`config.mk`:
```
export PLATFORM = sky130hd
export DESIGN_NAME = cxb_coherent_xbar
export DESIGN_NICKNAME = d
export VERILOG_FILES = /design/src/rtl/cxb_pkg.sv /design/src/rtl/cxb_addr_decode.sv /design/src/rtl/cxb_rr_arb.sv /design/src/rtl/cxb_otable.sv /design/src/rtl/cxb_coherent_xbar.sv
export SDC_FILE = /design/constraint.sdc
export NUM_CORES = 1
export LEC_CHECK = 0
export BUFFER_PORTS_ARGS = -buffer_cell sky130_fd_sc_hd__buf_2
export CAP_MARGIN = 20
export CORE_MARGIN = 8
export CORE_UTILIZATION = 47
export DETAILED_ROUTE_END_ITERATION = 10
export GPL_TIMING_DRIVEN = 0
export MAX_ROUTING_LAYER = met4
export PLACE_DENSITY = 0.9
export RECOVER_POWER = 100
export SLEW_MARGIN = 40
export SYNTH_ARGS = -nofsm -noshare
export SYNTH_HDL_FRONTEND = slang
export SYNTH_HIERARCHICAL = 1
export SYNTH_SLANG_ARGS = --single-unit
```
`constraint.sdc`:
```
create_clock -name clk -period 7.38 [get_ports clk]
set_input_delay 0.369 -clock clk [delete_from_list [all_inputs] [get_ports clk]]
set_output_delay 0.369 -clock clk [all_outputs]
set_load 0.02 [all_outputs]
```
`src/rtl/cxb_pkg.sv`:
```
package cxb_pkg;
  typedef enum logic [1:0] {
    SR_IDLE = 2'd0,
    SR_FILL = 2'd1,
    SR_FWD  = 2'd2
  } sresp_route_e;
endpackage

```
`src/rtl/cxb_addr_decode.sv`:
```
module cxb_addr_decode #(
  parameter int M  = 2,
  parameter int AW = 16,
  localparam int DW = $clog2(M + 1)
) (
  input  logic [AW-1:0]   addr,
  input  logic [M*AW-1:0] base,
  input  logic [M*AW-1:0] limit,
  output logic [DW-1:0]   port
);
  always_comb begin
    port = DW'(M);
    for (int k = M - 1; k >= 0; k--) begin
      if (addr >= base[k*AW +: AW] && addr <= limit[k*AW +: AW])
        port = DW'(k);
    end
  end
endmodule

```
`src/rtl/cxb_rr_arb.sv`:
```
module cxb_rr_arb #(
  parameter int W = 3,
  localparam int XW = $clog2(W)
) (
  input  logic          clk,
  input  logic          rst_n,
  input  logic [W-1:0]  req,
  input  logic          adv,
  output logic [W-1:0]  grant,
  output logic [XW-1:0] idx,
  output logic          any
);
  logic [XW-1:0] last_q;

  always_comb begin
    grant = '0;
    idx   = '0;
    any   = 1'b0;
    for (int k = 0; k < W; k++) begin
      int j;
      j = int'(last_q) + 1 + k;
      if (j >= W) j = j - W;
      if (!any && req[j]) begin
        any      = 1'b1;
        idx      = XW'(j);
        grant[j] = 1'b1;
      end
    end
  end

  always_ff @(posedge clk) begin
    if (!rst_n)           last_q <= XW'(W - 1);
    else if (adv && any)  last_q <= idx;
  end

  AST_ARB_ONEHOT: assert property (@(posedge clk) disable iff (!rst_n)
    $onehot0(grant));
  AST_ARB_ONLY_REQ: assert property (@(posedge clk) disable iff (!rst_n)
    (grant & ~req) == '0);
endmodule

```
`src/rtl/cxb_otable.sv`:
```
module cxb_otable #(
  parameter int IW = 3,
  parameter int SW = 2,
  localparam int T = 1 << IW
) (
  input  logic          clk,
  input  logic          rst_n,
  input  logic          set_en,
  input  logic [IW-1:0] set_id,
  input  logic [SW-1:0] set_src,
  input  logic          clra_en,
  input  logic [IW-1:0] clra_id,
  input  logic          clrb_en,
  input  logic [IW-1:0] clrb_id,
  output logic [T-1:0]    busy,
  output logic [T*SW-1:0] src
);
  for (genvar e = 0; e < T; e++) begin : g_ent
    always_ff @(posedge clk) begin
      if (!rst_n) begin
        busy[e]           <= 1'b0;
        src[e*SW +: SW]   <= '0;
      end else if (set_en && set_id == IW'(e)) begin
        busy[e]           <= 1'b1;
        src[e*SW +: SW]   <= set_src;
      end else if ((clra_en && clra_id == IW'(e)) ||
                   (clrb_en && clrb_id == IW'(e))) begin
        busy[e]           <= 1'b0;
      end
    end
  end

  AST_SET_FREE: assert property (@(posedge clk) disable iff (!rst_n)
    set_en |-> !busy[set_id]);
  AST_RSP_HIT: assert property (@(posedge clk) disable iff (!rst_n)
    clra_en |-> busy[clra_id]);
  AST_SET_STICKS: assert property (@(posedge clk) disable iff (!rst_n)
    set_en |=> busy[$past(set_id)]);
  AST_NO_DUAL_CLR: assert property (@(posedge clk) disable iff (!rst_n)
    !(clra_en && clrb_en && clra_id == clrb_id));
endmodule

```
`src/rtl/cxb_coherent_xbar.sv`:
```
module cxb_coherent_xbar
  import cxb_pkg::*;
#(
  parameter int N  = 3,
  parameter int M  = 2,
  parameter int AW = 16,
  parameter int IW = 3,
  parameter logic [N-1:0] SNOOP_MASK = '1,
  localparam int P  = M + 1,
  localparam int SW = $clog2(N),
  localparam int DW = $clog2(P),
  localparam int T  = 1 << IW
) (
  input  logic            clk,
  input  logic            rst_n,
  input  logic            cache_bypass,
  input  logic [M*AW-1:0] cfg_base,
  input  logic [M*AW-1:0] cfg_limit,
  input  logic [N-1:0]    up_req_valid,
  output logic [N-1:0]    up_req_ready,
  input  logic [N*AW-1:0] up_req_addr,
  input  logic [N*IW-1:0] up_req_id,
  input  logic [N-1:0]    up_req_cacheable,
  input  logic [N-1:0]    up_req_needrsp,
  input  logic [N-1:0]    up_req_express,
  output logic [P-1:0]    dn_req_valid,
  input  logic [P-1:0]    dn_req_ready,
  output logic [AW-1:0]   dn_req_addr,
  output logic [IW-1:0]   dn_req_id,
  output logic [SW-1:0]   dn_req_src,
  output logic [N-1:0]    up_snp_valid,
  output logic [AW-1:0]   up_snp_addr,
  output logic [IW-1:0]   up_snp_id,
  input  logic            dn_snp_valid,
  input  logic [AW-1:0]   dn_snp_addr,
  input  logic [IW-1:0]   dn_snp_id,
  input  logic [P-1:0]    dn_rsp_valid,
  output logic [P-1:0]    dn_rsp_ready,
  input  logic [P*IW-1:0] dn_rsp_id,
  output logic [N-1:0]    up_rsp_valid,
  output logic [IW-1:0]   up_rsp_id,
  input  logic [N-1:0]    up_sresp_valid,
  output logic [N-1:0]    up_sresp_ready,
  input  logic [N*IW-1:0] up_sresp_id,
  input  logic [N*DW-1:0] up_sresp_dest,
  output logic [N-1:0]    up_fill_valid,
  output logic [IW-1:0]   up_fill_id,
  output logic [P-1:0]    dn_sresp_valid,
  output logic [IW-1:0]   dn_sresp_id
);
  // shared outstanding table
  logic [T-1:0]    tbl_busy;
  logic [T*SW-1:0] tbl_src;
  logic            tbl_set;
  logic            rsp_any;
  logic [IW-1:0]   rsp_id;
  sresp_route_e    s_route;
  logic [IW-1:0]   s_id;

  // ---------------- request channel ----------------
  logic [N-1:0]  snp_need, tracked, elig, exp_elig, cand;
  logic [N-1:0]  req_grant;
  logic [SW-1:0] req_idx;
  logic          req_any, req_accept;
  logic [AW-1:0] w_addr;
  logic [IW-1:0] w_id;
  logic [DW-1:0] dport;

  always_comb begin
    for (int i = 0; i < N; i++) begin
      snp_need[i] = up_req_cacheable[i] & ~cache_bypass;
      tracked[i]  = up_req_needrsp[i] & ~up_req_express[i];
      elig[i]     = up_req_valid[i]
                  & ~(snp_need[i] & dn_snp_valid)
                  & ~(tracked[i] & tbl_busy[up_req_id[i*IW +: IW]]);
    end
    exp_elig = elig & up_req_express;
    cand     = (|exp_elig) ? exp_elig : elig;
  end

  cxb_rr_arb #(.W(N)) u_req_arb (
    .clk   (clk),
    .rst_n (rst_n),
    .req   (cand),
    .adv   (req_accept),
    .grant (req_grant),
    .idx   (req_idx),
    .any   (req_any)
  );

  assign w_addr = up_req_addr[req_idx*AW +: AW];
  assign w_id   = up_req_id[req_idx*IW +: IW];

  cxb_addr_decode #(.M(M), .AW(AW)) u_dec (
    .addr  (w_addr),
    .base  (cfg_base),
    .limit (cfg_limit),
    .port  (dport)
  );

  assign req_accept   = req_any & dn_req_ready[dport];
  assign dn_req_valid = req_any ? (P'(1) << dport) : '0;
  assign up_req_ready = req_accept ? req_grant : '0;
  assign dn_req_addr  = w_addr;
  assign dn_req_id    = w_id;
  assign dn_req_src   = req_idx;
  assign tbl_set      = req_accept & tracked[req_idx];

  // snoop broadcast: downstream snoop owns the bus when present
  always_comb begin
    up_snp_valid = '0;
    up_snp_addr  = w_addr;
    up_snp_id    = w_id;
    if (dn_snp_valid) begin
      up_snp_valid = SNOOP_MASK;
      up_snp_addr  = dn_snp_addr;
      up_snp_id    = dn_snp_id;
    end else if (req_accept && snp_need[req_idx]) begin
      up_snp_valid = SNOOP_MASK & ~req_grant;
    end
  end

  // ---------------- response channel ----------------
  logic [DW-1:0] rsp_sel;
  logic [SW-1:0] rsp_dst;

  always_comb begin
    rsp_any = 1'b0;
    rsp_sel = '0;
    for (int i = 0; i < P; i++) begin
      if (dn_rsp_valid[i] && !rsp_any) begin
        rsp_any = 1'b1;
        rsp_sel = DW'(i);
      end
    end
  end

  assign rsp_id       = dn_rsp_id[rsp_sel*IW +: IW];
  assign rsp_dst      = tbl_src[rsp_id*SW +: SW];
  assign dn_rsp_ready = rsp_any ? (P'(1) << rsp_sel) : '0;
  assign up_rsp_valid = rsp_any ? (N'(1) << rsp_dst) : '0;
  assign up_rsp_id    = rsp_id;

  // ---------------- snoop-response channel ----------------
  logic          s_any;
  logic [SW-1:0] s_sel;
  logic [DW-1:0] s_dest;
  logic [SW-1:0] s_owner;

  always_comb begin
    s_any = 1'b0;
    s_sel = '0;
    for (int i = 0; i < N; i++) begin
      if (up_sresp_valid[i] && !s_any) begin
        s_any = 1'b1;
        s_sel = SW'(i);
      end
    end
  end

  assign s_id    = up_sresp_id[s_sel*IW +: IW];
  assign s_dest  = up_sresp_dest[s_sel*DW +: DW];
  assign s_owner = tbl_src[s_id*SW +: SW];

  always_comb begin
    if (!s_any)              s_route = SR_IDLE;
    else if (tbl_busy[s_id]) s_route = SR_FILL;
    else                     s_route = SR_FWD;
  end

  assign up_sresp_ready = s_any ? (N'(1) << s_sel) : '0;
  assign up_fill_valid  = (s_route == SR_FILL) ? (N'(1) << s_owner) : '0;
  assign up_fill_id     = s_id;
  assign dn_sresp_valid = (s_route == SR_FWD) ? (P'(1) << s_dest) : '0;
  assign dn_sresp_id    = s_id;

  cxb_otable #(.IW(IW), .SW(SW)) u_tbl (
    .clk     (clk),
    .rst_n   (rst_n),
    .set_en  (tbl_set),
    .set_id  (w_id),
    .set_src (req_idx),
    .clra_en (rsp_any),
    .clra_id (rsp_id),
    .clrb_en (s_route == SR_FILL),
    .clrb_id (s_id),
    .busy    (tbl_busy),
    .src     (tbl_src)
  );

  AST_SNOOP_EXCL: assert property (@(posedge clk) disable iff (!rst_n)
    !dn_snp_valid |-> (up_snp_valid & up_req_ready) == '0);
  AST_BYPASS_QUIET: assert property (@(posedge clk) disable iff (!rst_n)
    (cache_bypass && !dn_snp_valid) |-> up_snp_valid == '0);
  AST_DN_ONEHOT: assert property (@(posedge clk) disable iff (!rst_n)
    $onehot0(dn_req_valid));
  AST_REFUSE_HOLDS: assert property (@(posedge clk) disable iff (!rst_n)
    ((dn_req_valid & ~dn_req_ready) != '0) |-> up_req_ready == '0);
  AST_FILL_NOT_SELF: assert property (@(posedge clk) disable iff (!rst_n)
    (up_fill_valid != '0) |-> (up_fill_valid & up_sresp_ready) == '0);
  AST_SRESP_ONE_WAY: assert property (@(posedge clk) disable iff (!rst_n)
    !((up_fill_valid != '0) && (dn_sresp_valid != '0)));
  AST_DNSNP_ALL: assert property (@(posedge clk) disable iff (!rst_n)
    dn_snp_valid |-> up_snp_valid == SNOOP_MASK);
endmodule

```
==> Yosys cells after proc, flatten, opt, wreduce, memory -nomap -nowiden <==
Index checks and enable logic that the tools add are counted.
{ "word_totals": {"output_inout_bits": 73, "register_bits": 26, "rom_bits": 0, "latchBits": 0, "inputBits": 189, "ramBits": 0, "memories": 0} }
{ "op_classes": {"addsub": 6, "mul": 3, "n_reduce_logical": 63, "div_mod_pow": 0, "bitwise": 34, "n_eq_ne": 23, "n_lt_le_gt_ge": 19, "n_mux": 83, "shifts": 13} }
{ "ops": {"columns": ["operator", "count"], "rows": [
  ["$ge 32x1->1 const B", 3],
  ["$lt 32x4->1 const B", 3],
  ["$mux 32", 3],
  ["$ge 32x3->1 const B", 2],
  ["$sub 32x3->32 const B", 2],
  ["$shiftx 48x7->16", 1],
  ["$mux 1", 43],
  ["$mux 3", 14],
  ["$logic_and 1x1->1", 37],
  ["$eq 3x3->1 const B", 12],
  ["$add 32x2->32 const B", 1],
  ["$add 32x3->32 const B", 1],
  ["$ge 16x16->1", 2],
  ["$le 16x16->1", 2],
  ["$shiftx 16x5->2", 2],
  ["$shiftx 9x5->3", 3],
  ["$and 1x1->1", 20],
  ["$eq 3x2->1 const B", 6],
  ["$mux 2", 9],
  ["$shl 1x2->3 const A", 6],
  ["$lt 3x4->1 const B", 4],
  ["$mux 16", 1],
  ["$reduce_bool 2->1", 8],
  ["$bmux 1 s2", 6],
  ["19 further kinds", 53]
]} }

==> Depth between registers and ports, before layout <==
{ "depth": {"ltp_word": 30, "depth_mapped": 28, "depth_no_buf": 27} }

==> Modules after synthesis <==
Netlist, hierarchy kept.
{ "modules_own_cells": {"columns": ["module", "area_per_inst_um2", "seq_area_each_um2", "n_inst", "cells_per_inst"], "rows": [
  ["cxb_coherent_xbar", 1910.6, 0.0, 1, 267],
  ["cxb_addr_decode", 1577.8, 0.0, 1, 222],
  ["cxb_otable", 1102.3, 480.5, 1, 100],
  ["cxb_rr_arb", 390.4, 40.0, 1, 54]
]} }

==> Worst setup path after synthesis <==
No wires, ideal clock.
{ "synth_path": {"path_kind": "input-to-reg", "from": "input port up_req_id[6]", "to": "register u_tbl.src[0]", "stages": 25, "setup_slack_ps": 566, "arrival_ps": 6698, "n_path_buf": 2, "required_time_ps": 7264, "cell_sequence": "mux4_2 > mux2_2 > nand2_1 > nand3_1 > a21oi_1 > nor3b_1 > a221o_1 > o21bai_1 > clkbuf_1 > clkbuf_1 > mux2i_1 > o21ai_0 > ha_1 > nand4_1 > or4_1 > or3_1 > a22o_1 > nor2b_1 > nand2_1 > o22ai_1 > and2_1 > and2_1 > nor4b_4 > mux2i_1 > nor2b_1"} }
{ "synth_between": {"elab_chain_cells": 28, "elab_cells_between_ends": 46} }
{ "synth_lines": {"columns": ["element", "line", "rtl"], "rows": [
  ["from (decl)", "cxb_coherent_xbar.sv:22", "input logic [N*IW-1:0] up_req_id,"],
  ["$bmux 1 s3 *", "cxb_coherent_xbar.sv:75", "& ~(tracked[i] & tbl_busy[up_req_id[i*IW +: IW]]);"],
  ["$mux 1 (implied by the code) *", "cxb_coherent_xbar.sv:75", null],
  ["$and 1x1->1 *", "cxb_coherent_xbar.sv:75", null],
  ["$not 1->1 *", "cxb_coherent_xbar.sv:75", null],
  ["$and 1x1->1 *", "cxb_coherent_xbar.sv:75", null],
  ["$and 3x3->3", "cxb_coherent_xbar.sv:77", "exp_elig = elig & up_req_express;"],
  ["$reduce_or 3->1", "cxb_coherent_xbar.sv:78", "cand = (|exp_elig) ? exp_elig : elig;"],
  ["$mux 3 *", "cxb_coherent_xbar.sv:78", null],
  ["via cand[2]", "cxb_coherent_xbar.sv:61", "logic [N-1:0] snp_need, tracked, elig, exp_elig, cand;"],
  ["[10 not listed]", null, null],
  ["via dn_req_src[1]", "cxb_coherent_xbar.sv:30", "output logic [SW-1:0] dn_req_src,"],
  ["[1 not listed]", null, null],
  ["via dn_req_addr[10]", "cxb_coherent_xbar.sv:28", "output logic [AW-1:0] dn_req_addr,"],
  ["[4 not listed]", null, null],
  ["via dport[0]", "cxb_coherent_xbar.sv:67", "logic [DW-1:0] dport;"],
  ["$bmux 1 s2 *", "cxb_coherent_xbar.sv:101", "assign req_accept = req_any & dn_req_ready[dport];"],
  ["$mux 1 (implied by the code) *", "cxb_coherent_xbar.sv:101", null],
  ["$and 1x1->1 *", "cxb_coherent_xbar.sv:101", null],
  ["via req_accept", "cxb_coherent_xbar.sv:64", "logic req_any, req_accept;"],
  ["$and 1x1->1 *", "cxb_coherent_xbar.sv:107", "assign tbl_set = req_accept & tracked[req_idx];"],
  ["via tbl_set", "cxb_coherent_xbar.sv:54", "logic tbl_set;"],
  ["$logic_and 1x1->1 *", "cxb_otable.sv:23", "end else if (set_en && set_id == IW'(e)) begin"],
  ["to (signal, indexed assignment)", "cxb_otable.sv:25", "src[e*SW +: SW] <= set_src;"],
  ["to (decl)", "cxb_otable.sv:16", "output logic [T*SW-1:0] src"]
]} }
Mark *: on every way through the listed nets, which the timed path passes. The rest lies on a longest branch. The select of a mux whose other input is x is not followed.
A chain may end at the register's enable or synchronous reset.

==> Worst setup path after layout <==
{ "layout_path": {"from": "register u_tbl.busy[6]", "to": "register u_tbl.busy[0]"} }
{ "layout_between": {"elab_chain_cells": 29, "elab_cells_between_ends": 65} }
{ "layout_lines": {"columns": ["element", "line", "rtl"], "rows": [
  ["from (decl)", "cxb_otable.sv:15", "output logic [T-1:0] busy,"],
  ["from (signal, indexed assignment)", "cxb_otable.sv:21", "busy[e] <= 1'b0;"],
  ["from (signal, indexed assignment)", "cxb_otable.sv:24", "busy[e] <= 1'b1;"],
  ["from (signal, indexed assignment)", "cxb_otable.sv:28", "busy[e] <= 1'b0;"],
  ["$bmux 1 s3", "cxb_coherent_xbar.sv:75", null],
  ["$mux 1 (implied by the code)", "cxb_coherent_xbar.sv:75", null],
  ["$and 1x1->1", "cxb_coherent_xbar.sv:75", null],
  ["$not 1->1", "cxb_coherent_xbar.sv:75", null],
  ["$and 1x1->1", "cxb_coherent_xbar.sv:75", null],
  ["$and 3x3->3", "cxb_coherent_xbar.sv:77", null],
  ["$reduce_or 3->1", "cxb_coherent_xbar.sv:78", null],
  ["$mux 3 *", "cxb_coherent_xbar.sv:78", null],
  ["via cand[0]", "cxb_coherent_xbar.sv:61", null],
  ["[15 not listed]", null, null],
  ["via dport[1]", "cxb_coherent_xbar.sv:67", null],
  ["$bmux 1 s2 *", "cxb_coherent_xbar.sv:101", null],
  ["$mux 1 (implied by the code) *", "cxb_coherent_xbar.sv:101", null],
  ["$and 1x1->1 *", "cxb_coherent_xbar.sv:101", null],
  ["via req_accept", "cxb_coherent_xbar.sv:64", null],
  ["$and 1x1->1 *", "cxb_coherent_xbar.sv:107", null],
  ["via tbl_set", "cxb_coherent_xbar.sv:54", null],
  ["$logic_and 1x1->1 *", "cxb_otable.sv:23", null],
  ["$mux 1 or $reduce_bool 2->1 (tied branches)", null, null]
]} }
Marks and branches as above.

==> summary.txt <==
Status
  – Status: completed

CTS
  – Maximum root-to-sink buffer count: 2
  – CTS Hold Bufs: 0
  – CTS buffer count: 3
  – Clk slew on worst S/H paths: approximately 90 ps
  – CTS tree: yes
  – Clk_lat worst skew: between 200 and 300 ps
  – Sink Count: 26
  – H-tree levels: 1
  – Root Buffer: clkbuf_8

STA
  – Worst Clk Skew: 1.42 ps
  – Worst-margin pin slew: 1270 ps
  – Setup violations, final: 0
  – Hold Slack: roughly 420 ps
  – Final number of hold-violating endpoints: 0
  – Rel. slew slack: 0.147
  – Achievable frequency: roughly 140 MHz
  – Final Critical Period: approximately 7000 ps
  – Final worst slack: around 430 ps
  – Max Slew Vio Count: 0
  – Unrepaired setup endpoints after global routing: false
  – Final period util: 0.942

Global routing
  – First-pass GRT wire length: 31,100 um
  – GR Overflow Total: 0
  – Initial antenna violation count: 1
  – All-Layer GR Usage: 0.273
  – Vias in the first global route: about 6,000
  – Pin count of the biggest net entering global routing: 17

Setup path
  – Crit. End Element: flip-flop
  – Critical path arrival: 7170 ps
  – Origin of the worst setup path: u_tbl/busy[6]
  – Crit Path Max Fanout: 10
  – WP data required: roughly 7600 ps
  – Crit Path Category: flip-flop to flip-flop
  – CP Launch Type: flip-flop
  – Worst R2R Start: u_tbl/busy[6]

Power and ir drop
  – Sw Share: 0.572
  – Gate power share: 0.845
  – Net switching power: roughly 1000 uW
  – Power per cell area: between 200 and 300 mW/mm^2
  – VDD IR max: 0.211 mV
  – Lkg Pwr: roughly 0.0033 uW
  – Sequential Power Share: 0.089
  – Clock power frac: 0.066
  – Power Internal: approximately 780 uW

Finish
  – Highest-count cells in the layout ignoring fill and taps: buf_2 (225), inv_1 (88), ha_1 (70)
  – Commonest non-fill, non-tap cell in the layout: buf_2
  – Final nets: 1,167
  – Area delta synth->final: 31.3%
  – Layout cells sized above 1: 0.338

Logic synthesis
  – Library cells used by synthesis: 76
  – FF+latch count, synth: 26
  – EDFF count, synth: 0
  – Mean Syn Cell Area: between 7 and 8 sq um
  – Post-synth net total: roughly 900
  – Synth warn: 6
  – Cell Area, Synth: between 0.004 and 0.005 sq mm
  – Mapped Cells: approximately 640
  – Register area share after synthesis: 0.104
  – Async set-or-reset flop fraction in the synthesized netlist: 0
  – Main synth FF type: dfxtp_1

Flow run
  – Max-Cap Viols: 0

Route
  – Iteration-0 DRC Markers: ~590
  – DRC errors left: 0
  – Average wire per standard cell: between 15 and 20 um
  – ANT nets after route: 0
  – DR vias/cell: 5.87
  – Routed wire length: 20,200 um
  – Vias after detailed routing: approximately 6,100
  – Initial DRT Pass Iterations: 5

Die
  – Die Y: approximately 120 um
  – Die Width: ~120 um
  – Core ar.: between 0.01 and 0.015 sq mm
  – # rows: 37
  – Starting Density: 0.482
  – Die area: between 0.01 and 0.015 sq mm
  – I/O Pins: ~260

Place
  – Post-DP HPWL: approximately 17,000 um
  – # port buffers: around 260
  – GPL Wtd Cong: about 0.99
  – Setup slack at placement: -624 ps

Hold path
  – Hold crit path type: input pin to flip-flop
  – Min-delay src: rst_n
[cell type report]
| class | count | area (sq um) |
|---|---|---|
| multi-input cells | 506 | 4050 |
| clock inverters | 1 | 30.0 |
| flip-flops and latches | 26 | 520 |
| diodes | 1 | 2.50 |
| well taps | 136 | 170 |
| fillers | 905 | 3780 |
| inverters | 88 | 330 |
| clock buffers | 3 | 41.3 |
| plain buffers | 23 | 136 |
| repair buffers | 260 | 1260 |
[worst paths after layout]
| path | cells after the start | slack [ps] | to |
|---|---|---|---|
| worst min-delay path | 2 | 420 | u_tbl/busy[7] |
| worst max register to register | 26 | 430 | u_tbl/busy[0] |
| worst max-delay path | 26 | 430 | u_tbl/busy[0] |
| worst min register to register | 2 | 560 | u_tbl/src[1] |
[metrics by stage]
stage | instances | TNS (ps) | power (uW) | util | cell area (sq um)
3_3_place_gp | 1038 | -16610 | 1600 | 0.625 | 6450
4_1_cts | 1042 | 0 | 1790 | 0.635 | 6560
5_1_grt | 1044 | 0 | 1960 | 0.633 | 6540
6_report | 1044 | 0 | 1810 | 0.633 | 6540
2_1_floorplan | 643 | 0 | 1170 | - | 4980
3_5_place_dp | 1038 | -12020 | 1640 | 0.625 | 6450
[critical path: stages (launching register included)]
cell,delay (ps)
dfxtp_1,470
mux4_2,290
mux2_2,150
nand2_1,50
a31oi_1,150
nor2_1,100
a22o_1,210
a221o_2,460
o21bai_2,270
clkbuf_1,320
clkbuf_4,370
mux2i_1,330
o21ai_2,190
ha_1,350
nand2_1,70
or4_1,530
or3_1,360
a22o_1,260
and2_4,200
mux2i_1,120
o22ai_1,220
and2_1,300
and2_2,290
nor4b_4,410
clkbuf_4,240
a31oi_1,40
nor2b_1,130
[power groups by stage]
stage / Sequential, uW / Combinational [uW] / Clock (uW)
floorplan: 159 / 1010 / 0
global placement: 162 / 1440 / 0
detailed placement: 163 / 1480 / 0
CTS: 160 / 1510 / 122
global route: 162 / 1670 / 127
finish: 161 / 1530 / 121
[what timing repair did]
action | CTS | global route
gates resized for setup | 20 | 21
buffers inserted | 0 | 1
cloned | 0 | 0
setup endpoints to repair | 27 | 29
[flip-flops by register name (all words and copies together), names as in the netlist]
signal,flops
u_tbl/src,16
u_req_arb/last_q,2
u_tbl/busy,8
[metal layers]
| layer | global-route usage | vias up | part of all wire |
|---|---|---|---|
| met1 | 0.299 | 2836 | 0.39 |
| met3 | 0.0515 | 49 | 0.081 |
| met5 | - | - | 0 |
| met2 | 0.478 | 342 | 0.50 |
| met4 | 0.111 | 0 | 0.035 |
| li1 | - | 2904 | - |
[synth_stat cells (5+ instances only)]
cell type,number,area [sq um]
inv_1,88,330
ha_1,70,876
nand2_1,56,210
mux2i_1,46,460
o21ai_0,42,210
a21oi_1,34,170
dfxtp_1,26,521
mux2_2,25,282
nor2b_1,21,131
nand4_1,20,125
nor2_1,20,75.1
nand3_1,19,95.1
clkbuf_1,15,56.3
nor3b_1,13,97.6
a21o_1,7,52.6
mux4_2,6,135
nand2b_1,6,37.5
nand4b_1,6,52.6
o21bai_1,6,45.0
a31oi_1,5,31.3
[kinds of logic after synthesis]
kind of cell,Yosys count,share of synthesized area
buf+inv,111,0.0909
compound gates,150,0.203
simple gates,209,0.250
flops,26,0.104
fa+ha+maj,70,0.176
mux,77,0.176
No activity file was read; power rests on OpenSTA's default activity.
